$ cat config.mk
export PLATFORM = sky130hd
export DESIGN_NAME = rng_core
export DESIGN_NICKNAME = d
export VERILOG_FILES = /design/src/rtl/rng_core.sv
export SDC_FILE = /design/constraint.sdc
export NUM_CORES = 1
export LEC_CHECK = 0
export ABC_AREA = 0
export BUFFER_PORTS_ARGS = -buffer_cell sky130_fd_sc_hd__buf_2
export CORE_ASPECT_RATIO = 1.5
export CORE_UTILIZATION = 39
export CTS_CLUSTER_DIAMETER = 200
export CTS_CLUSTER_SIZE = 12
export DETAILED_ROUTE_END_ITERATION = 10
export GPL_ROUTABILITY_DRIVEN = 0
export PLACE_DENSITY = 0.68
export SYNTH_ARGS = -nofsm -noshare
export SYNTH_HDL_FRONTEND = slang
export SYNTH_SLANG_ARGS = --single-unit
$ cat constraint.sdc
create_clock -name clk -period 6.85 [get_ports clk]
set_input_delay 0.685 -clock clk [delete_from_list [all_inputs] [get_ports clk]]
set_output_delay 0.685 -clock clk [all_outputs]
set_load 0.02 [all_outputs]
$ cat src/rtl/rng_core.sv
module rng_core #(
  parameter int          DEPTH  = 4,
  parameter int          REFILL = 8,
  parameter int          FLUSH  = 12,
  parameter logic [31:0] SEED   = 32'h0000_0001,
  parameter logic [31:0] POLY   = 32'hA300_0000
) (
  input  logic        clk,
  input  logic        rst_n,
  input  logic        bus_sel,
  input  logic        bus_wr,
  input  logic [3:0]  bus_addr,
  input  logic [31:0] bus_wdata,
  output logic [31:0] bus_rdata,
  input  logic        seed_fault,
  output logic        irq
);
  localparam int AW = $clog2(DEPTH);
  localparam int CW = $clog2(DEPTH + 1);
  localparam int TW = $clog2(REFILL);
  localparam int DW = $clog2(FLUSH + 1);

  logic          gen_en, irq_en, clk_chk_off, err_flag;
  logic [31:0]   lfsr;
  logic [31:0]   mem [DEPTH];
  logic [AW-1:0] wp, rp;
  logic [CW-1:0] cnt;
  logic [TW-1:0] tmr;
  logic [DW-1:0] drain;

  wire acc_ctrl = bus_sel && bus_addr[3:2] == 2'd0;
  wire acc_stat = bus_sel && bus_addr[3:2] == 2'd1;
  wire acc_data = bus_sel && bus_addr[3:2] == 2'd2;
  wire wr_ctrl  = acc_ctrl && bus_wr;
  wire clr_wr   = acc_stat && bus_wr && !bus_wdata[6];
  wire rd_data  = acc_data && !bus_wr;

  wire drained = drain == '0;
  wire gen_ok  = gen_en && drained && !seed_fault;
  wire full    = cnt == CW'(DEPTH);
  wire pop     = rd_data && cnt != '0 && drained;
  wire push    = gen_ok && tmr == TW'(REFILL - 1) && (!full || pop);
  wire ready   = cnt != '0 && !seed_fault;

  wire [31:0] ctrl_q = {26'b0, clk_chk_off, 1'b0, irq_en, gen_en, 2'b0};
  wire [31:0] stat_q = {25'b0, err_flag, 3'b0, seed_fault, 1'b0, ready};
  wire unused_bits   = ^{bus_addr[1:0], bus_wdata[31:7], bus_wdata[4], bus_wdata[1:0]};

  assign irq = irq_en && err_flag;

  always_comb begin
    bus_rdata = '0;
    if (acc_ctrl && !bus_wr) bus_rdata = ctrl_q;
    if (acc_stat && !bus_wr) bus_rdata = stat_q;
    if (pop)                 bus_rdata = mem[rp];
  end

  always_ff @(posedge clk or negedge rst_n) begin
    if (!rst_n) begin
      gen_en <= 1'b0;
      irq_en <= 1'b0;
      clk_chk_off <= 1'b0;
    end else if (wr_ctrl) begin
      gen_en <= bus_wdata[2];
      irq_en <= bus_wdata[3];
      clk_chk_off <= bus_wdata[5];
    end
  end

  always_ff @(posedge clk or negedge rst_n) begin
    if (!rst_n) begin
      err_flag <= 1'b0;
      drain    <= '0;
    end else if (seed_fault) begin
      err_flag <= 1'b1;
      drain    <= DW'(FLUSH);
    end else begin
      if (clr_wr) err_flag <= 1'b0;
      if (rd_data && !drained && !err_flag) drain <= drain - 1'b1;
    end
  end

  always_ff @(posedge clk or negedge rst_n) begin
    if (!rst_n)                      tmr <= '0;
    else if (!gen_ok || push)        tmr <= '0;
    else if (tmr != TW'(REFILL - 1)) tmr <= tmr + 1'b1;
  end

  always_ff @(posedge clk or negedge rst_n) begin
    if (!rst_n)    lfsr <= SEED;
    else if (push) lfsr <= (lfsr >> 1) ^ (lfsr[0] ? POLY : 32'h0);
  end

  always_ff @(posedge clk or negedge rst_n) begin
    if (!rst_n) begin
      wp  <= '0;
      rp  <= '0;
      cnt <= '0;
    end else if (seed_fault) begin
      wp  <= '0;
      rp  <= '0;
      cnt <= '0;
    end else begin
      if (push) wp <= wp + 1'b1;
      if (pop)  rp <= rp + 1'b1;
      if (push && !pop)      cnt <= cnt + 1'b1;
      else if (pop && !push) cnt <= cnt - 1'b1;
    end
  end

  always_ff @(posedge clk) begin
    if (push) mem[wp] <= lfsr;
  end
endmodule


# Yosys cells after proc, flatten, opt, wreduce, memory -nomap -nowiden
# Memories as Yosys holds them, arrays and structs flattened.
# Cells that the tools add are included.
# totals
input_bits	41
register_bits	50
mem_bits_rw	128
memories	1
elab_cells	83
# classes
n_mux	19
add_sub_neg	6
bitwise	1
n_eq_ne	5
n_reduce_logical	41
# memory_table
memory	depth	word_bits	rd	rd_ports_with_merged_regs	write_ports	line_no	text
mem	4	32	1	0	1	25	logic [31:0] mem [DEPTH];
# op_table
op	count
$mux 32	2
$xor 31x32->32	1
$logic_and 1x1->1	21
$mux 3	5
$reduce_bool 2->1	5
$logic_not 1->1	9
$mux 2	4
$mux 4	2
$mux 7	1
$add 3x1->3 const B	2
$eq 3x3->1 const B	2
$mux 6	1
$reduce_bool 3->1	2
$add 2x1->2 const B	2
$logic_not 4->1	1
$mux 1	4
$sub 4x1->4 const B	1
$ne 3x3->1 const B	1
$sub 3x1->3 const B	1
$eq 2x1->1 const B	1
$eq 2x2->1 const B	1
$logic_not 2->1	1
$logic_or 1x1->1	2

# Longest topological paths before layout
# logic_depth
word_depth	12
depth_mapped	8

# Least setup slack after synthesis
# Ideal clock, no wire load.
# synth_path
kind	input to register
startpoint	input port bus_addr[2]
endpoint	memory mem[0][0] (enable)
arrival_time_ns	2.654
setup_slack_ns	3.803
setup_time_ns	0.392
cell_stages	6
path_buffers	3
t_required_ns	6.458
cell_sequence	buf_2 -> nand4bb_1 -> buf_2 -> a311oi_4 -> buf_2 -> and2_1
# synth_between
elab_chain_cells	9
# synth_rtl
item	line_no	text
from (decl)	12	input logic [3:0] bus_addr,
$eq 2x2->1	33	wire acc_data = bus_sel && bus_addr[3:2] == 2'd2;
$logic_and 1x1->1	33	
$logic_and 1x1->1	36	wire rd_data = acc_data && !bus_wr;
$logic_and 1x1->1 (2 in a row)	41	wire pop = rd_data && cnt != '0 && drained;
$logic_or 1x1->1	42	wire push = gen_ok && tmr == TW'(REFILL - 1) && (!full || pop);
$logic_and 1x1->1	42	
$mux 1	112	if (push) mem[wp] <= lfsr;
$mux 1 (not written as such)	112	
to (decl)	25	
# Every way passes these cells.

# Worst setup path in the final report
# layout_path
startpoint	register drain[0]
endpoint	output port bus_rdata[2]
# layout_between
elab_chain_cells	3
# layout_rtl
item	line_no	text
from (decl)	29	logic [DW-1:0] drain;
from (signal assigned)	76	drain <= DW'(FLUSH);
from (signal assigned)	79	if (rd_data && !drained && !err_flag) drain <= drain - 1'b1;
$logic_not 4->1	38	wire drained = drain == '0;
$logic_and 1x1->1	41	
$mux 32	55	if (pop) bus_rdata = mem[rp];
to (decl)	14	output logic [31:0] bus_rdata,
# Every way passes these cells.

==> summary.md <==
| Metric | Value |
|---|---|
| Final global-route overflow total | `0` |
| Via count of the first global-routing pass | `3821` |
| Synth Register Bits | `about 180` |
| Minimum clock period after layout | `3690 ps` |
| Input/output buffers | `43` |
| Overall fraction of global-route tracks in use | `14.5%` |
| # setup viols final | `0` |
| Diodes inserted | `0` |
| Distinct cells, synth | `47` |
| Synthesis-to-finish area growth | `14.3%` |
| Synthesized area per cell | `roughly 18 sq um` |
| First-pass GRT wire length | `20.6 mm` |
| Ys Warns | `0` |
| Sum of negative setup slack | `0 ps` |
| Clock sink count | `178` |
| Share of post-route cells with drive strength above 1 | `about a third` |
| Largest fanout on the critical path | `19` |
| Largest vdd supply drop | `155 uV` |
| Total setup buffers inserted after CTS | `0` |
| Routed via count divided by cell count | `5.35` |
| Die H | `around 170 um` |
| Number of top-level design ports | `74` |
| DRT Pass-1 Iters | `7` |
| Resized Gates After CTS | `0` |
| Portion of the post-synthesis area used by sequential elements | `70.5%` |
| Main flop type after synthesis | `sky130_fd_sc_hd__edfxtp_1` |
| Total of fill cells in the finished design | `1553` |
| CTS tree | `done` |
| Worst-case headroom to the max-slew limit | `52.3%` |
| Core region area | `18000 sq um` |
| Initial Util | `40.1%` |
| Worst flop-to-flop path endpoint | `mem[0][3]` |
| Post-placement worst setup slack | `3110 ps` |
| Number of enable-type register cells in the synthesized netlist | `128` |
| Share of the cycle needed by the critical path after routing | `53.9%` |
| Antenna violations before repair | `0` |
| Worst-margin pin slew | `716 ps` |
| Maximum number of pins on one net before global-route repair | `between 50 and 60` |
| Setup crit start kind | `register` |
| Final wirelength | `between 10 and 15 mm` |
| Clock tree skew after final layout | `11.6 ps` |
| Worst skew pair latency | `420 ps` |
| Master cell of the clock root buffer | `sky130_fd_sc_hd__clkbuf_16` |
| Area fraction of the dominant cell type after synthesis | `a little over half` |
| Startpoint of the most critical register-to-register path | `drain[0]` |
| Number of DRC violations after detailed routing | `0` |
| Crit path required time | `between 6000 and 7000 ps` |
| CTS H-tree depth | `4` |
| Gate count of the mapped netlist | `392` |
| Power density of the placed cells | `255 nW/um^2` |
| Worst Setup Path Type | `register to primary output` |
| Clock transition at the registers of the reported paths | `70 ps` |
| Element type at the critical path end | `primary output` |
| Die outline width | `roughly 110 um` |
| Cell accounting for the most synthesized area | `sky130_fd_sc_hd__edfxtp_1` |
| Antenna Nets Post-Route | `0` |
| Launch point of the critical path | `drain[0]` |
| Final layout net count | `roughly 490` |
| Post-detailed-route wirelength per cell | `roughly 19 um` |
| Leakage dissipation | `0.00338 uW` |
| Fin. Hold Viols | `0` |
| Die area | `19100 sq um` |
| Cell row count | `60` |
| Detailed-route via count | `3592` |
| Path category of the worst min-delay check | `input port to async pin` |
| Cells taking the most area after synthesis | `sky130_fd_sc_hd__edfxtp_1 53%, sky130_fd_sc_hd__dfrtp_1 17%, sky130_fd_sc_hd__mux4_2 10%` |
| Number of slew-limit violations in the final report | `0` |
| Worst path arrival time | `3000 ps` |
| Number of buffers on the longest clock path | `2` |
| RSZ-0062 raised after global routing | `no` |
| Netlist Area Pre-Place | `7230 sq um` |
| Max cap viols | `0` |
| Mapped Nets | `442` |
| Smallest setup slack after layout | `3160 ps` |
| First-iteration detailed-routing DRC count | `184` |
| FF-to-FF path depth | `7` |
| Cts-stage hold buffer count | `0` |
| Status | `completed` |
| Achievable clock frequency | `0.271 GHz` |
| Inserted Clock Buffers | `17` |
| Internal reg-to-reg setup slack | `3520 ps` |
| Share of synthesized flip-flops with an asynchronous set or reset | `28.1%` |
| Detail Placement HPWL | `7.72 mm` |
-- logic make-up (layout without fill, tap and decap cells) --
family          after synthesis  count (layout)  synth area share, %
buf+inv                      28              91                 1.90
simple gates                 77              77                 6.70
flops                       178             178                 70.5
mux                          67              67                 15.4
xor+xnor                      9               9                 1.09
compound gates               24              24                 2.80
fa+ha+maj                     9               9                 1.66
-- per-layer routing --
layer | global-route usage (%) | vias to the layer above | part of all wire (%)
met5 | 0 | - | 0
met4 | 5.32 | 0 | 1.2
met3 | 3.72 | 6 | 3.6
met2 | 26.0 | 74 | 55
met1 | 16.6 | 1878 | 40
li1 | - | 1634 | -
-- final cells by class --
cell class / count / area (sq um) / share of cell area [%]
Inverter: 7 / 26.3 / 0.318
Sequential cell: 178 / 5100 / 61.7
Tap cell: 217 / 272 / 3.28
Clock buffer: 17 / 425 / 5.15
Clock inverter: 15 / 159 / 1.92
Multi-Input combinational cell: 186 / 2000 / 24.2
Timing Repair Buffer: 52 / 283 / 3.42
-- worst max-delay path by stage --
stage          depth (start not counted)  slack [ps]            to
2_1_floorplan                          6        3800     mem[0][0]
3_3_place_gp                           6        3160    mem[0][17]
3_5_place_dp                           6        3110    mem[1][17]
4_1_cts                                8        3040  bus_rdata[2]
5_1_grt                                8        2960  bus_rdata[2]
6_report                               8        3160  bus_rdata[2]
-- through the flow --
stage | utilization [%] | total power (uW) | hold WS, ps | instances | cell area, sq um
2_1_floorplan | - | 1190 | 389 | 392 | 7230
3_5_place_dp | 42.6 | 1200 | 505 | 640 | 7680
6_report | 45.9 | 2110 | 381 | 672 | 8270
3_3_place_gp | 42.6 | 1200 | 495 | 640 | 7680
5_1_grt | 45.9 | 2170 | 419 | 672 | 8270
4_1_cts | 45.9 | 2130 | 411 | 672 | 8270
-- cells in the mapped netlist (2+ instances only) --
cell type,n
sky130_fd_sc_hd__inv_1,7
sky130_fd_sc_hd__o2111ai_1,2
sky130_fd_sc_hd__nand3b_1,2
sky130_fd_sc_hd__a21oi_1,5
sky130_fd_sc_hd__and2_1,32
sky130_fd_sc_hd__o21ai_0,2
sky130_fd_sc_hd__buf_2,8
sky130_fd_sc_hd__nor4b_1,3
sky130_fd_sc_hd__ha_1,8
sky130_fd_sc_hd__xnor2_1,8
sky130_fd_sc_hd__nor4_1,2
sky130_fd_sc_hd__or3_1,3
sky130_fd_sc_hd__buf_6,3
sky130_fd_sc_hd__nand2b_1,2
sky130_fd_sc_hd__dfrtp_1,49
sky130_fd_sc_hd__clkbuf_1,9
sky130_fd_sc_hd__a21o_1,2
sky130_fd_sc_hd__mux2i_1,2
sky130_fd_sc_hd__mux2_2,33
sky130_fd_sc_hd__a32o_1,2
sky130_fd_sc_hd__nor3_1,4
sky130_fd_sc_hd__a22o_1,5
sky130_fd_sc_hd__mux4_2,32
sky130_fd_sc_hd__edfxtp_1,128
sky130_fd_sc_hd__nor2_1,15
sky130_fd_sc_hd__or3b_2,3
-- cells in the final DEF, fill, tap and decap left out, drive strengths merged, types with 8 or more instances in the layout --
cell / Yosys / layout
buf: 12 / 52
clkbuf: 9 / 17
dfrtp: 49 / 49
ha: 8 / 8
xnor2: 8 / 8
inv: 7 / 15
nor2: 15 / 15
mux2: 33 / 33
and2: 32 / 32
mux4: 32 / 32
edfxtp: 128 / 128
-- worst max-delay path, cell delays in order (launching register included) --
cell and delay [ps]:
sky130_fd_sc_hd__dfrtp_1 400, sky130_fd_sc_hd__inv_1 90, sky130_fd_sc_hd__ha_1 180, sky130_fd_sc_hd__or3b_1 510, sky130_fd_sc_hd__nor3_4 610, sky130_fd_sc_hd__buf_4 350
sky130_fd_sc_hd__nand2_1 80, sky130_fd_sc_hd__o21ai_0 140, sky130_fd_sc_hd__buf_2 230
-- registers in the layout, summed over array words and instances (netlist names) --
register,cells
drain,4
wp,2
irq_en,1
cnt,3
lfsr,32
tmr,3
err_flag,1
gen_en,1
mem,128
clk_chk_off,1
rp,2
-- power by group --
part / switching [uW] / internal [uW] / total [uW]
Clock: 441 / 487 / 929
Sequential: 4.19 / 1150 / 1150
Combinational: 17.3 / 10.6 / 27.9
Note: power is estimated with default switching activity, not from simulation.
